### config.mk
export PLATFORM = sky130hd
export DESIGN_NAME = rdseq_guard
export DESIGN_NICKNAME = d
export VERILOG_FILES = /design/src/rtl/rsg_pkg.sv /design/src/rtl/rsg_step_match.sv /design/src/rtl/rsg_seq_fsm.sv /design/src/rtl/rdseq_guard.sv
export SDC_FILE = /design/constraint.sdc
export NUM_CORES = 1
export LEC_CHECK = 0
export ABC_AREA = 1
export BUFFER_PORTS_ARGS = -buffer_cell sky130_fd_sc_hd__buf_2
export CAP_MARGIN = 5
export CORE_AREA = 2 2 46 48
export DETAILED_ROUTE_END_ITERATION = 16
export DIE_AREA = 0 0 48 50
export GPL_TIMING_DRIVEN = 0
export PLACE_DENSITY = 0.58
export SLEW_MARGIN = 10
export SYNTH_ARGS = -nofsm -noshare
export SYNTH_HDL_FRONTEND = slang
export SYNTH_SLANG_ARGS = --single-unit
### constraint.sdc
create_clock -name clk -period 2.05 [get_ports clk]
set_clock_uncertainty 0.05 [all_clocks]
set_input_delay 0.41 -clock clk [delete_from_list [all_inputs] [get_ports clk]]
set_output_delay 0.41 -clock clk [all_outputs]
set_load 0.005 [all_outputs]
### src/rtl/rsg_pkg.sv
package rsg_pkg;

    localparam int KEY_W   = 13;
    localparam int KEY_LEN = 7;
    localparam int STEP_W  = $clog2(KEY_LEN);

    localparam logic [KEY_W-1:0] TAIL_UNLOCK = 13'h041A;
    localparam logic [KEY_W-1:0] TAIL_LOCK   = 13'h040A;

    typedef enum logic [STEP_W-1:0] {
        SEQ_IDLE = 3'd0,
        SEQ_S1   = 3'd1,
        SEQ_S2   = 3'd2,
        SEQ_S3   = 3'd3,
        SEQ_S4   = 3'd4,
        SEQ_S5   = 3'd5,
        SEQ_S6   = 3'd6
    } seq_state_e;

    // Shared prefix of both keys, step 0 .. step 5
    function automatic logic [KEY_W-1:0] key_at(input int idx);
        logic [KEY_W-1:0] v;
        case (idx)
            0:       v = 13'h1823;
            1:       v = 13'h1820;
            2:       v = 13'h1822;
            3:       v = 13'h0418;
            4:       v = 13'h041B;
            default: v = 13'h0419;
        endcase
        return v;
    endfunction

endpackage

### src/rtl/rsg_step_match.sv
module rsg_step_match
    import rsg_pkg::*;
(
    input  logic [KEY_W-1:0]  addr_low,
    input  seq_state_e        state,
    output logic              hit_step,
    output logic              hit_first,
    output logic              hit_unlock,
    output logic              hit_lock
);
    localparam int PREFIX_LEN = KEY_LEN - 1;

    logic [PREFIX_LEN-1:0] prefix_hit;

    genvar gi;
    generate
        for (gi = 0; gi < PREFIX_LEN; gi++) begin : g_cmp
            assign prefix_hit[gi] = (addr_low == key_at(gi));
        end
    endgenerate

    always_comb begin
        hit_step = 1'b0;
        if (int'(state) < PREFIX_LEN)
            hit_step = prefix_hit[state];
    end

    assign hit_first  = prefix_hit[0];
    assign hit_unlock = (addr_low == TAIL_UNLOCK);
    assign hit_lock   = (addr_low == TAIL_LOCK);

endmodule

### src/rtl/rsg_seq_fsm.sv
module rsg_seq_fsm
    import rsg_pkg::*;
(
    input  logic        clk,
    input  logic        rst_n,
    input  logic        rd_strobe,
    input  logic        wr_strobe,
    input  logic        hit_step,
    input  logic        hit_first,
    input  logic        hit_unlock,
    input  logic        hit_lock,
    output seq_state_e  state,
    output logic        protected_o,
    output logic        unlock_pulse,
    output logic        lock_pulse
);
    seq_state_e state_nx;
    logic       rd_take;
    logic       fin_unlock;
    logic       fin_lock;

    assign rd_take    = rd_strobe && !wr_strobe;
    assign fin_unlock = rd_take && (state == SEQ_S6) && hit_unlock;
    assign fin_lock   = rd_take && (state == SEQ_S6) && hit_lock;

    // Next-state logic
    always_comb begin
        state_nx = state;
        if (wr_strobe) begin
            state_nx = SEQ_IDLE;                        // abort
        end else if (rd_strobe) begin
            unique case (state)
                SEQ_S6: begin                           // finish or drop/restart
                    state_nx = hit_first ? SEQ_S1 : SEQ_IDLE;
                end
                SEQ_IDLE, SEQ_S1, SEQ_S2, SEQ_S3, SEQ_S4, SEQ_S5: begin
                    if (hit_step)
                        state_nx = seq_state_e'(state + 3'd1);   // advance
                    else if (hit_first)
                        state_nx = SEQ_S1;                      // restart
                    else
                        state_nx = SEQ_IDLE;                    // drop
                end
                default: state_nx = SEQ_IDLE;
            endcase
        end
    end

    // State register
    always_ff @(posedge clk) begin
        if (!rst_n)
            state <= SEQ_IDLE;
        else
            state <= state_nx;
    end

    // Output register
    always_ff @(posedge clk) begin
        if (!rst_n) begin
            protected_o  <= 1'b1;
            unlock_pulse <= 1'b0;
            lock_pulse   <= 1'b0;
        end else begin
            unlock_pulse <= fin_unlock;
            lock_pulse   <= fin_lock;
            if (fin_unlock)
                protected_o <= 1'b0;
            else if (fin_lock)
                protected_o <= 1'b1;
        end
    end

endmodule

### src/rtl/rdseq_guard.sv
module rdseq_guard
    import rsg_pkg::*;
#(
    parameter int ADDR_W = 19
) (
    input  logic              clk,
    input  logic              rst_n,
    input  logic              rd_strobe,
    input  logic              wr_strobe,
    input  logic [ADDR_W-1:0] rd_addr,
    output logic              protected_o,
    output logic              unlock_pulse,
    output logic              lock_pulse
);
    seq_state_e state;
    logic       hit_step;
    logic       hit_first;
    logic       hit_unlock;
    logic       hit_lock;

    rsg_step_match u_match (
        .addr_low   (rd_addr[KEY_W-1:0]),
        .state      (state),
        .hit_step   (hit_step),
        .hit_first  (hit_first),
        .hit_unlock (hit_unlock),
        .hit_lock   (hit_lock)
    );

    rsg_seq_fsm u_fsm (
        .clk          (clk),
        .rst_n        (rst_n),
        .rd_strobe    (rd_strobe),
        .wr_strobe    (wr_strobe),
        .hit_step     (hit_step),
        .hit_first    (hit_first),
        .hit_unlock   (hit_unlock),
        .hit_lock     (hit_lock),
        .state        (state),
        .protected_o  (protected_o),
        .unlock_pulse (unlock_pulse),
        .lock_pulse   (lock_pulse)
    );

endmodule

* Word level (Yosys, flattened, before mapping)
Index checks and enable logic that the tools add are counted.
** Storage, ports and cells
- Output and inout port bits :: 3
- Word-level logic and storage cells :: 39
- Register bits after elaboration :: 6
- Bits of input ports :: 23
** Cells by class
- Reduce and logical (&&, ||, !) cells :: 9
- Multiplexer cells :: 8
- $add $sub $neg :: 1
- Bitwise gates (word level) :: 1
- $lt $le $gt $ge :: 2
- Equal/unequal tests :: 14
** Operator list (count)
- 13-bit by 11-bit == test with 1-bit output, second input constant :: 5
- 13-bit == test, second input constant :: 3
- 3-bit == test, second input constant :: 3
- 3-bit by 2-bit == test with 1-bit output, second input constant :: 2
- 3-bit one-hot mux with 2 select lines :: 1
- 6-bit OR reduction :: 1
- 1-bit two-way mux :: 5
- 1-bit logical AND :: 4
- 3-bit by 4-bit < comparator with 1-bit output, second input constant :: 1
- 3-bit by 1-bit adder with 3-bit output, second input constant :: 1
- 1-bit binary-select mux with 3-bit select :: 1
- 3-bit by 1-bit == test with 1-bit output, second input constant :: 1
- 3-bit zero test :: 1
- 3-bit < comparator, second input constant :: 1
- 3-bit two-way mux :: 1
- 2-bit nonzero test :: 1
- 2-bit OR reduction :: 1
- 1-bit zero test :: 1
- 1-bit inverter :: 1

* Depth between registers and ports, before layout
- Depth after elaboration :: 6
- Depth in mapped cells :: 12

* Hierarchy
From an unflattened synthesis, not the netlist that was laid out.
** Unflattened totals
- Cells, all modules :: 92
- Area, all modules :: 528.0 um^2
** By module, submodules not included
- rsg_seq_fsm :: instances 1, seq. area each 120.1 um^2, cells each 41, area each 292.8 um^2
- rsg_step_match :: instances 1, seq. area each 0.0 um^2, cells each 51, area each 235.2 um^2

* Worst setup path after synthesis
Ideal clock, no wire load.
- Path type :: reg-to-reg
- From :: register u_fsm.state[0]
- To :: register u_fsm.state[2]
- Data required time :: 1.878 ns
- Library setup time :: 0.122 ns
- Arrival time :: 1.268 ns
- Setup slack :: 0.610 ns
- Stages on the path, launching flop included :: 6
- Path through :: dfxtp_1 -> inv_2 -> ha_1 -> a2111o_1 -> nand3b_1 -> a21oi_2
** Between the ends
- Longest elaborated chain between the ends :: 5
- Elaborated cells on any way between the ends :: 15
- Those cells by class :: add/sub: 1; order compare: 1; eq/ne: 6; mux: 5; reduce/logical: 2
** Ends and longest elaborated chain
- from (decl) :: RTL line rsg_seq_fsm.sv:12 : output seq_state_e state,
- from (signal assigned) :: RTL line rsg_seq_fsm.sv:54 : state <= state_nx;
- 1-bit binary-select mux with 3-bit select :: RTL line rsg_step_match.sv:25 : hit_step = prefix_hit[state];
- 1-bit two-way mux (implied by the code) :: RTL line rsg_step_match.sv:25
- 1-bit two-way mux :: RTL line rsg_step_match.sv:24 : if (int'(state) < PREFIX_LEN)
- 3-bit two-way mux :: RTL line rsg_seq_fsm.sv:37 : if (hit_step)
- 3-bit one-hot mux with 2 select lines * :: RTL line rsg_seq_fsm.sv:32 : unique case (state)
Mark *: on every way between the ends. The rest lies on a longest branch, timed or not. The select of a mux whose other input is x is not followed.
A chain may end at the register's enable or synchronous reset.

* Worst setup path after layout
Same ends and word-level chain as after synthesis.

==> impl_metrics.csv <==
group,metric,value,unit
finish,final_nets,156,
routing,wl_met2,630,um
die,core,0.00190,sq mm
routing,top_layer_used,"met3",
global_routing,antenna_found_initial,0,
placement,placed_area,759,sq um
sta,period_share,77.7,%
critical_path,crit_start,"u_fsm.state[0]",
die,die_area,0.00240,sq mm
sta,max_clock_freq,0.628,GHz
critical_path,arrival,1.67,ns
clock_network,postCtsSetupBuffers,0,
clock_network,htreeDepth,1,
routing,drtIter0Drc,10,
synth,async_reset_ff_share,0,%
sta,worst_slack,0.458,ns
placement,numPortBuffers,19,
power,combPwrFrac,22.1,%
power,swShare,26.6,%
global_routing,grt_max_degree,9,
global_routing,overflow,0,
synth,yosys_register_bits,6,
global_routing,grtUsageTotal,13.5,%
synth,ys_dominant_reg_cell,"dfxtp_1",
finish,fin_area,782,sq um
power,internal-power,210,uW
sta,worst_pin_slew,0.310,ns
power,p_leak,0.000392,uW
die,fp-row-count,16,
synth,synth_top_cells_by_area,"dfxtp_1, nand2_1, ha_1",
clock_network,insertion_delay,0.24,ns
run_status,status,"completed",
critical_path,required,2.12,ns
power,p_switching,76.4,uW
routing,wl_met1,603,um
clock_network,clockBufferDepth,2,
synth,synth_top_cells_by_count,"nand2_1, inv_1, nor2_1, nand3_1, dfxtp_1",
synth,syn_area,631,sq um
routing,routed-wl-met3,77,um
clock_network,postCtsResizedCells,0,
die,start_util,33.2,%
placement,dp_slack,0.467,ns
synth,synth-seq-area-share,19.0,%
routing,via_per_inst,4.43,
critical_path,r2r-start,"u_fsm.state[0]",
sta,slew_headroom,79.3,%
die,dieHeight,50,um
die,die_width,48,um
sta,hold_violations,0,
critical_path,reg2reg_setup_slack,0.46,ns
clock_network,clkTransAtPathRegs,0.04,ns
synth,yosysTopAreaCell,"dfxtp_1",
routing,wl_per_cell,8.58,um
global_routing,grt_pass1_wl,2370,um
critical_path,critPathMaxFanout,8,
finish,diodes,0,
critical_path,start_kind,"flip-flop",
finish,multi_input_area,428,sq um
synth,syn_nets,132,
finish,area_growth,24.0,%
sta,fin_tns_setup,0,ns
power,p_per_area,367,mW/mm^2
routing,vias,678,
routing,wl,1310,um
job,cap_violations,0,
sta,finalSetupViolations,0,
critical_path,timing.rr.end,"u_fsm.state[2]",
placement,gp_congestion,0.813,
synth,yosysMostFrequentCell,"nand2_1",
routing,firstDrtPassIters,4,
clock_network,clkSinkCount,6,
placement,hpwl,1160,um
global_routing,grt_pass1_vias,638,
synth,syn_inst,104,
critical_path,path_class,"flip-flop to flip-flop",
critical_path,setup.worst_path.end,"u_fsm.state[2]",
power,clkPwrFrac,35.8,%
synth,synth_edf_count,0,
sta,finalCriticalPeriod,1.59,ns
clock_network,cts_tree,"done",
worst_hold_path,hold_class,"primary input to flip-flop",
routing,drc,0,
die,io_pins,26,
synth,yosysTopAreaCellShare,19.0,%
sta,rsz0062_at_grt,"false",
critical_path,r2r_cells,5,
routing,ant_nets,0,
synth,synth.avg_cell_area,6.06,sq um
sta,slew_viol_final,0,
finish,regArea,120,sq um
finish,fillers,212,
clock_network,numCtsBuffers,3,
finish,utilization,41.1,%
clock_network,cts_hold_buf,0,
synth,yosys_warnings,0,
finish,drive_above_1_share,29.4,%
synth,ys_types,22,
power,seq_power_share,42.1,%
power,ir_worst_vdd,384,uV
clock_network,root_buffer,"clkbuf_4",
critical_path,endpoint_kind,"flip-flop",
-- routing by layer --
metal	track usage (%)	vias up
li1	-	375
met1	16.6	284
met2	22.2	19
met3	5.49	0
met4	1.35	0
met5	0	-
-- cell families after synthesis --
kind of cell | share of synthesized area [%]
flops | 19.0
simple gates | 48.2
compound gates | 9.72
buf+inv | 13.1
fa+ha+maj | 9.92
-- flip-flops by register name (all words and copies together), names as in the netlist --
| register | cells |
|---|---|
| u_fsm.state | 3 |
| u_fsm.protected_o | 1 |
| u_fsm.lock_pulse | 1 |
| u_fsm.unlock_pulse | 1 |
-- power by group through the flow --
| stage | sequential, uW | combinational (uW) | clock (uW) |
|---|---|---|---|
| final | 121 | 63.3 | 103 |
| after global routing | 121 | 73.3 | 117 |
| after CTS | 121 | 63.9 | 109 |
| after detailed placement | 123 | 63.6 | 0 |
| after global placement | 123 | 62.4 | 0 |
| after floorplan | 122 | 35.2 | 0 |
-- area by class of cell --
| cell class | instances | area share (%) |
|---|---|---|
| tap | 27 | 4.32 |
| timing repair buffer | 19 | 12.2 |
| inverter | 22 | 10.6 |
| multi-input combinational | 76 | 54.7 |
| sequential | 6 | 15.4 |
| clock buffer | 3 | 2.88 |
-- critical path, cell delays in order (launching register included) --
cell and delay [ns]:
dfxtp_1 0.49, inv_2 0.11, ha_1 0.21, a2111o_1 0.45
nand3b_1 0.12, a21oi_2 0.05
-- worst min path at each step --
stage	from	endpoint	cells past startpoint
floorplan	rd_strobe	u_fsm.state[2]	1
CTS	rd_strobe	u_fsm.state[2]	2
finish	rd_strobe	u_fsm.state[2]	2
detailed placement	u_fsm.protected_o	u_fsm.protected_o	4
global placement	u_fsm.protected_o	u_fsm.protected_o	4
global route	rd_strobe	u_fsm.state[2]	2
-- cell usage in the layout, fill, tap and decap left out, drive strengths merged --
cell,n
a21boi,1
a21oi,2
nand3b,2
clkbuf,3
nor2,19
dfxtp,6
buf,19
nand2,25
ha,5
nand3,10
nor3,3
nand4,2
inv,21
a2111o,1
o21ai,5
nor4,1
clkinv,1
-- metrics by stage --
stage / hold slack (ns) / instances / total power, uW
6_report: 0.365 / 153 / 287
4_1_cts: 0.356 / 153 / 293
5_1_grt: 0.368 / 153 / 312
2_1_floorplan: 0.444 / 104 / 157
3_3_place_gp: 0.495 / 150 / 185
3_5_place_dp: 0.496 / 150 / 187
(Power assumes the default switching activity.)
